===== config.mk =====
export PLATFORM = sky130hd
export DESIGN_NAME = fru_unit
export DESIGN_NICKNAME = d
export VERILOG_FILES = /design/src/rtl/fru_pkg.sv /design/src/rtl/fru_operate.sv /design/src/rtl/fru_bit_probe.sv /design/src/rtl/fru_steer.sv /design/src/rtl/fru_unit.sv
export SDC_FILE = /design/constraint.sdc
export NUM_CORES = 1
export LEC_CHECK = 0
export BUFFER_PORTS_ARGS = -buffer_cell sky130_fd_sc_hd__clkbuf_2
export CAP_MARGIN = 20
export CORE_MARGIN = 5
export CORE_UTILIZATION = 50
export CTS_CLUSTER_SIZE = 40
export DETAILED_ROUTE_END_ITERATION = 6
export GPL_ROUTABILITY_DRIVEN = 1
export HOLD_SLACK_MARGIN = 0.02
export PLACE_DENSITY_LB_ADDON = 0.05
export SLEW_MARGIN = 20
export SYNTH_ARGS = -nofsm -noshare
export SYNTH_HDL_FRONTEND = slang
export SYNTH_HIERARCHICAL = 1
export SYNTH_SLANG_ARGS = --single-unit

===== constraint.sdc =====
create_clock -name clk -period 2.58 [get_ports clk]
set_input_delay 0.387 -clock clk [delete_from_list [all_inputs] [get_ports clk]]
set_output_delay 0.387 -clock clk [all_outputs]
set_load 0.01 [all_outputs]

===== src/rtl/fru_pkg.sv =====
// Shared definitions for the file register operate and skip unit.
// Assumes the decoder delivers one of these codes on in_op.
package fru_pkg;
    typedef enum logic [2:0] {
        OP_NONE = 3'd0,
        OP_COMP = 3'd1,
        OP_DECR = 3'd2,
        OP_CLRF = 3'd3,
        OP_CLRW = 3'd4,
        OP_BTSC = 3'd5
    } fru_op_e;
endpackage


===== src/rtl/fru_operate.sv =====
// Arithmetic core: computes the result value and the zero flag value
// for the operating instructions. Purely combinational; assumes op is
// already qualified elsewhere (no gating by valid here).
module fru_operate #(
    parameter int DATA_W = 8
) (
    input  fru_pkg::fru_op_e    op,
    input  logic [DATA_W-1:0]   operand,
    output logic [DATA_W-1:0]   result,
    output logic                zero_val
);
    import fru_pkg::*;

    // Select the result value by operation.
    always_comb begin
        unique case (op)
            OP_COMP: result = ~operand;
            OP_DECR: result = operand - DATA_W'(1);
            default: result = '0;
        endcase
    end

    // Clears force the flag; the others derive it from their result.
    always_comb begin
        if (op == OP_CLRF || op == OP_CLRW) zero_val = 1'b1;
        else                                zero_val = ~|result;
    end
endmodule


===== src/rtl/fru_bit_probe.sv =====
// Bit test helper: reports whether the selected operand bit is clear.
// Built as a one-hot decode of the index so that each lane is a
// two-input gate; assumes sel < DATA_W.
module fru_bit_probe #(
    parameter int DATA_W = 8,
    localparam int SEL_W = $clog2(DATA_W)
) (
    input  logic [DATA_W-1:0] operand,
    input  logic [SEL_W-1:0]  sel,
    output logic              bit_clear
);
    logic [DATA_W-1:0] hit;

    for (genvar i = 0; i < DATA_W; i++) begin : g_lane
        // Lane i fires when it is selected and its bit is zero.
        assign hit[i] = (sel == SEL_W'(i)) & ~operand[i];
    end

    assign bit_clear = |hit;
endmodule


===== src/rtl/fru_steer.sv =====
// Destination steering: turns the qualified operation and destination
// bit into write enables, the zero update enable and the skip request.
// Assumes squash is the registered skip of the previous slot.
module fru_steer (
    input  logic             valid,
    input  logic             squash,
    input  fru_pkg::fru_op_e op,
    input  logic             dest,
    input  logic             bit_clear,
    output logic             wreg_we,
    output logic             freg_we,
    output logic             zero_we,
    output logic             skip
);
    import fru_pkg::*;

    logic take;
    logic is_arith;

    // An instruction counts only if present and not in a squashed slot.
    always_comb begin
        take     = valid & ~squash;
        is_arith = (op == OP_COMP) | (op == OP_DECR);
    end

    // Route the effect of the accepted instruction.
    always_comb begin
        wreg_we = take & ((is_arith & ~dest) | (op == OP_CLRW));
        freg_we = take & ((is_arith &  dest) | (op == OP_CLRF));
        zero_we = take & (is_arith | (op == OP_CLRF) | (op == OP_CLRW));
        skip    = take & (op == OP_BTSC) & bit_clear;
    end
endmodule


===== src/rtl/fru_unit.sv =====
// File register operate and skip unit (top). Registers the result of
// one decoded instruction per cycle: value, address, destination
// enables, zero update and a one-cycle skip request. The slot after a
// skip is dropped locally. Assumes operand was read for in_addr.
module fru_unit #(
    parameter int DATA_W = 8,
    parameter int ADDR_W = 7,
    localparam int SEL_W = $clog2(DATA_W)
) (
    input  logic              clk,
    input  logic              rst_n,
    input  logic              in_valid,
    input  logic [2:0]        in_op,
    input  logic [ADDR_W-1:0] in_addr,
    input  logic              in_dest,
    input  logic [SEL_W-1:0]  in_bit,
    input  logic [DATA_W-1:0] in_operand,
    output logic [DATA_W-1:0] out_data,
    output logic [ADDR_W-1:0] out_addr,
    output logic              out_wreg_we,
    output logic              out_freg_we,
    output logic              out_zero_we,
    output logic              out_zero,
    output logic              out_skip
);
    import fru_pkg::*;

    fru_op_e           op;
    logic [DATA_W-1:0] result;
    logic              zero_val;
    logic              bit_clear;
    logic              wreg_we_d;
    logic              freg_we_d;
    logic              zero_we_d;
    logic              skip_d;

    assign op = fru_op_e'(in_op);

    fru_operate #(.DATA_W(DATA_W)) operate_i (
        .op       (op),
        .operand  (in_operand),
        .result   (result),
        .zero_val (zero_val)
    );

    fru_bit_probe #(.DATA_W(DATA_W)) probe_i (
        .operand   (in_operand),
        .sel       (in_bit),
        .bit_clear (bit_clear)
    );

    fru_steer steer_i (
        .valid     (in_valid),
        .squash    (out_skip),
        .op        (op),
        .dest      (in_dest),
        .bit_clear (bit_clear),
        .wreg_we   (wreg_we_d),
        .freg_we   (freg_we_d),
        .zero_we   (zero_we_d),
        .skip      (skip_d)
    );

    // Output register stage with synchronous active-low reset.
    always_ff @(posedge clk) begin
        if (!rst_n) begin
            out_data    <= '0;
            out_addr    <= '0;
            out_wreg_we <= 1'b0;
            out_freg_we <= 1'b0;
            out_zero_we <= 1'b0;
            out_zero    <= 1'b0;
            out_skip    <= 1'b0;
        end else begin
            out_data    <= result;
            out_addr    <= in_addr;
            out_wreg_we <= wreg_we_d;
            out_freg_we <= freg_we_d;
            out_zero_we <= zero_we_d;
            out_zero    <= zero_val;
            out_skip    <= skip_d;
        end
    end
endmodule


==> impl_metrics.yaml <==
critical_path:
  slowest_delay_ns: 0.36
  r2r_end: "out_wreg_we"
  cpMaxStageDelayCell: "a2111oi_2"
  path_class: "in2reg"
  r2r_start: "out_skip"
  worstPathMaxFanout: 8
  worstPathCellList: "clkbuf_2, inv_1, ha_1, nand4bb_1, a211oi_1, o22ai_1, a2111oi_2, and2_2"
  crit_family: "compound AO/OA/AOI/OAI gates"
  r2r_slack_ns: 1.60
  crit_required_ns: 2.83
  crit_buf_inv: 2
  crit_path_start_kind: "primary input"
  crit_arrival_ns: 1.94
  cp-end-kind: "flip-flop"
  cp_num_cells: 8
  reg2regPathDepth: 3
finish:
  final_nets: 181
  stdcell_area_sq_mm: 0.00135
  area_growth_pct: 23.8
  fillerInstances: 196
  postLayoutCoreUtil_pct: 66.5
  drive_above_1_share_pct: 41.6
  n_antenna_cell: 0
clock_network:
  insertion_delay_ns: 0.29
  cts_inserted_buffers: 3
  clock-sinks: 20
  clkTransAtPathRegs_ns: 0.11
  clk_path_buf_depth: 2
  cts_root_buf: "clkbuf_4"
  htreeDepth: 1
  post_cts_buffers: 0
  cts_tree: "done"
  cts-resized-gates: 0
  ctsHoldBuffers: 0
global_routing:
  grt_pass1_vias: 956
  globalRouteOverflowTotal: 0
  grt_max_degree: 21
  grt_pass1_wl_um: 4240
  track_usage_pct: 16.2
  antenna_found_initial: 0
logic_synthesis:
  synth_cells: 110
  ys_warn_count: 6
  yosysUniqueCellTypes: 42
  synthSimpleGateAreaFrac_pct: 32.0
  synthAdderAreaFrac_pct: 1.15
  async_flop_share_pct: 0
  synth-edff-count: 0
  synth-xor-area-share_pct: 1.61
  synthesis.nets: 136
  synth_compound_area_share_pct: 18.0
  synth.area.mux_share_pct: 5.76
  synth_top_family_by_area: "simple AND/OR/NAND/NOR gates"
  synth_commonest_cells: "dfxtp_1 (20), and2_2 (11), and2_1 (9)"
  yosysSeqAreaShare_pct: 36.9
  synth_most_common_cell: "dfxtp_1"
  synthTopCellsByArea: "dfxtp_1 (37%), and2_2 (7.6%), and2_1 (5.2%)"
  yosysTopAreaCellShare_pct: 36.9
  synth_top_area_cell: "dfxtp_1"
  yosys_most_used_dff: "dfxtp_1"
  ys_seq_elements: 20
  avgSynthCellArea_sq_um: 9.87
  mappedNetlistArea_sq_mm: 0.00109
floorplanning:
  coreArea_sq_mm: 0.00202
  initial_core_util_pct: 53.7
  rows: 16
  chipHeight_um: 56.6
  die_w_um: 56.6
  io_pins: 45
  die-area_sq_mm: 0.00320
timing:
  rsz0062_at_grt: "no"
  fin_crit_sh_pct: 65.6
  max_freq_ghz: 0.591
  slew_violations: 0
  min_period_ns: 1.69
  setup_viol: 0
  hold_viol_final: 0
  hold-worst-slack_ns: 0.287
  timing.setup.tns_ns: 0
  fin_skew_ns: 0.0000674
  tightest_slew_ns: 0.490
  slew_headroom_pct: 67.3
power:
  p_leak_nw: 0.618
  ir_drop_v: 0.000295
  total_power_w: 0.000628
  p_per_area_mw_per_mm2: 467
placement:
  io_buffers: 44
  placed_cell_area_sq_mm: 0.00131
  dpl.hpwl_um: 1950
  gp_congestion: 0.856
routing:
  wire_per_inst_um: 13.7
  ant_nets: 0
  vias: 975
  wirelength_um: 2480
  drtIter0Drc: 12
  via_per_inst: 5.39
  first_pass_iters: 4
  drc: 0
flow_run:
  maxCapViolCount: 0
worst_hold_path:
  holdCritPathClass: "in2reg"
  min_from: "in_addr[5]"
  worstHoldEndpoint: "out_addr[5]"
  min_path_cells: 2
status:
  outcome: "complete, no violations"
[worst max-delay path by stage]
stage                        startpoint        to
after floorplan           in_operand[0]  out_zero
after global placement    in_operand[0]  out_zero
after detailed placement  in_operand[0]  out_zero
after global routing      in_operand[0]  out_zero
final                     in_operand[0]  out_zero
after CTS                 in_operand[0]  out_zero
[layout make-up]
class / count / area (sq um) / share of cell area, %
multi-input combinational: 81 / 636 / 47.3
sequential: 20 / 400 / 29.8
timing repair buffer: 44 / 220 / 16.4
clock buffer: 4 / 36.3 / 2.70
tap: 27 / 33.8 / 2.51
inverter: 5 / 18.8 / 1.40
[cell families after synthesis]
group	after synthesis
DFF	20
and+or+nand+nor	52
xor gates and xnor gates	2
AOI/OAI and AO/OA	23
buffers and inverters	9
muxes	3
adders and majority gates	1
[worst register-to-register path, cell delays in order (launching register included)]
cell and delay [ns]:
dfxtp_1 0.35, nor4b_1 0.30, a22o_1 0.16, and2_2 0.12
[through the flow]
step	std cells	setup WS, ns
after floorplan	110	0.898
after global placement	177	0.646
after detailed placement	177	0.587
after CTS	181	0.900
after global routing	181	0.759
final	181	0.887
[registers in the layout (all words and copies together) (netlist names)]
signal and cells:
out_addr 7, out_wreg_we 1, out_zero 1, out_data 8, out_freg_we 1, out_skip 1, out_zero_we 1
[power breakdown]
part | switching (W) | internal, W
Sequential | 0.00000325 | 0.000322
Combinational | 0.0000687 | 0.0000580
Clock | 0.0000899 | 0.0000860
Total | 0.000162 | 0.000466
[cells in the final DEF, fill, tap and decap left out, drive strengths merged, types with 2 or more instances in the layout]
cell type	count
clkbuf	48
dfxtp	20
and2	20
nor2	8
inv	5
a21oi	5
nor3b	3
nand2b	3
a211oi	3
nor3	3
nand4	3
nand2	3
nor2b	2
xor2	2
mux4	2
a2111o	2
o311ai	2
nor4b	2
[routing by layer]
layer | vias up | global-route usage (%) | part of all wire [%]
met5 | - | 0 | 0
met4 | 0 | 5.42 | 1.1
li1 | 493 | - | -
met2 | 33 | 28.9 | 51
met3 | 5 | 3.67 | 6.8
met1 | 444 | 18.9 | 41
Note: power is estimated with default switching activity, not from simulation.
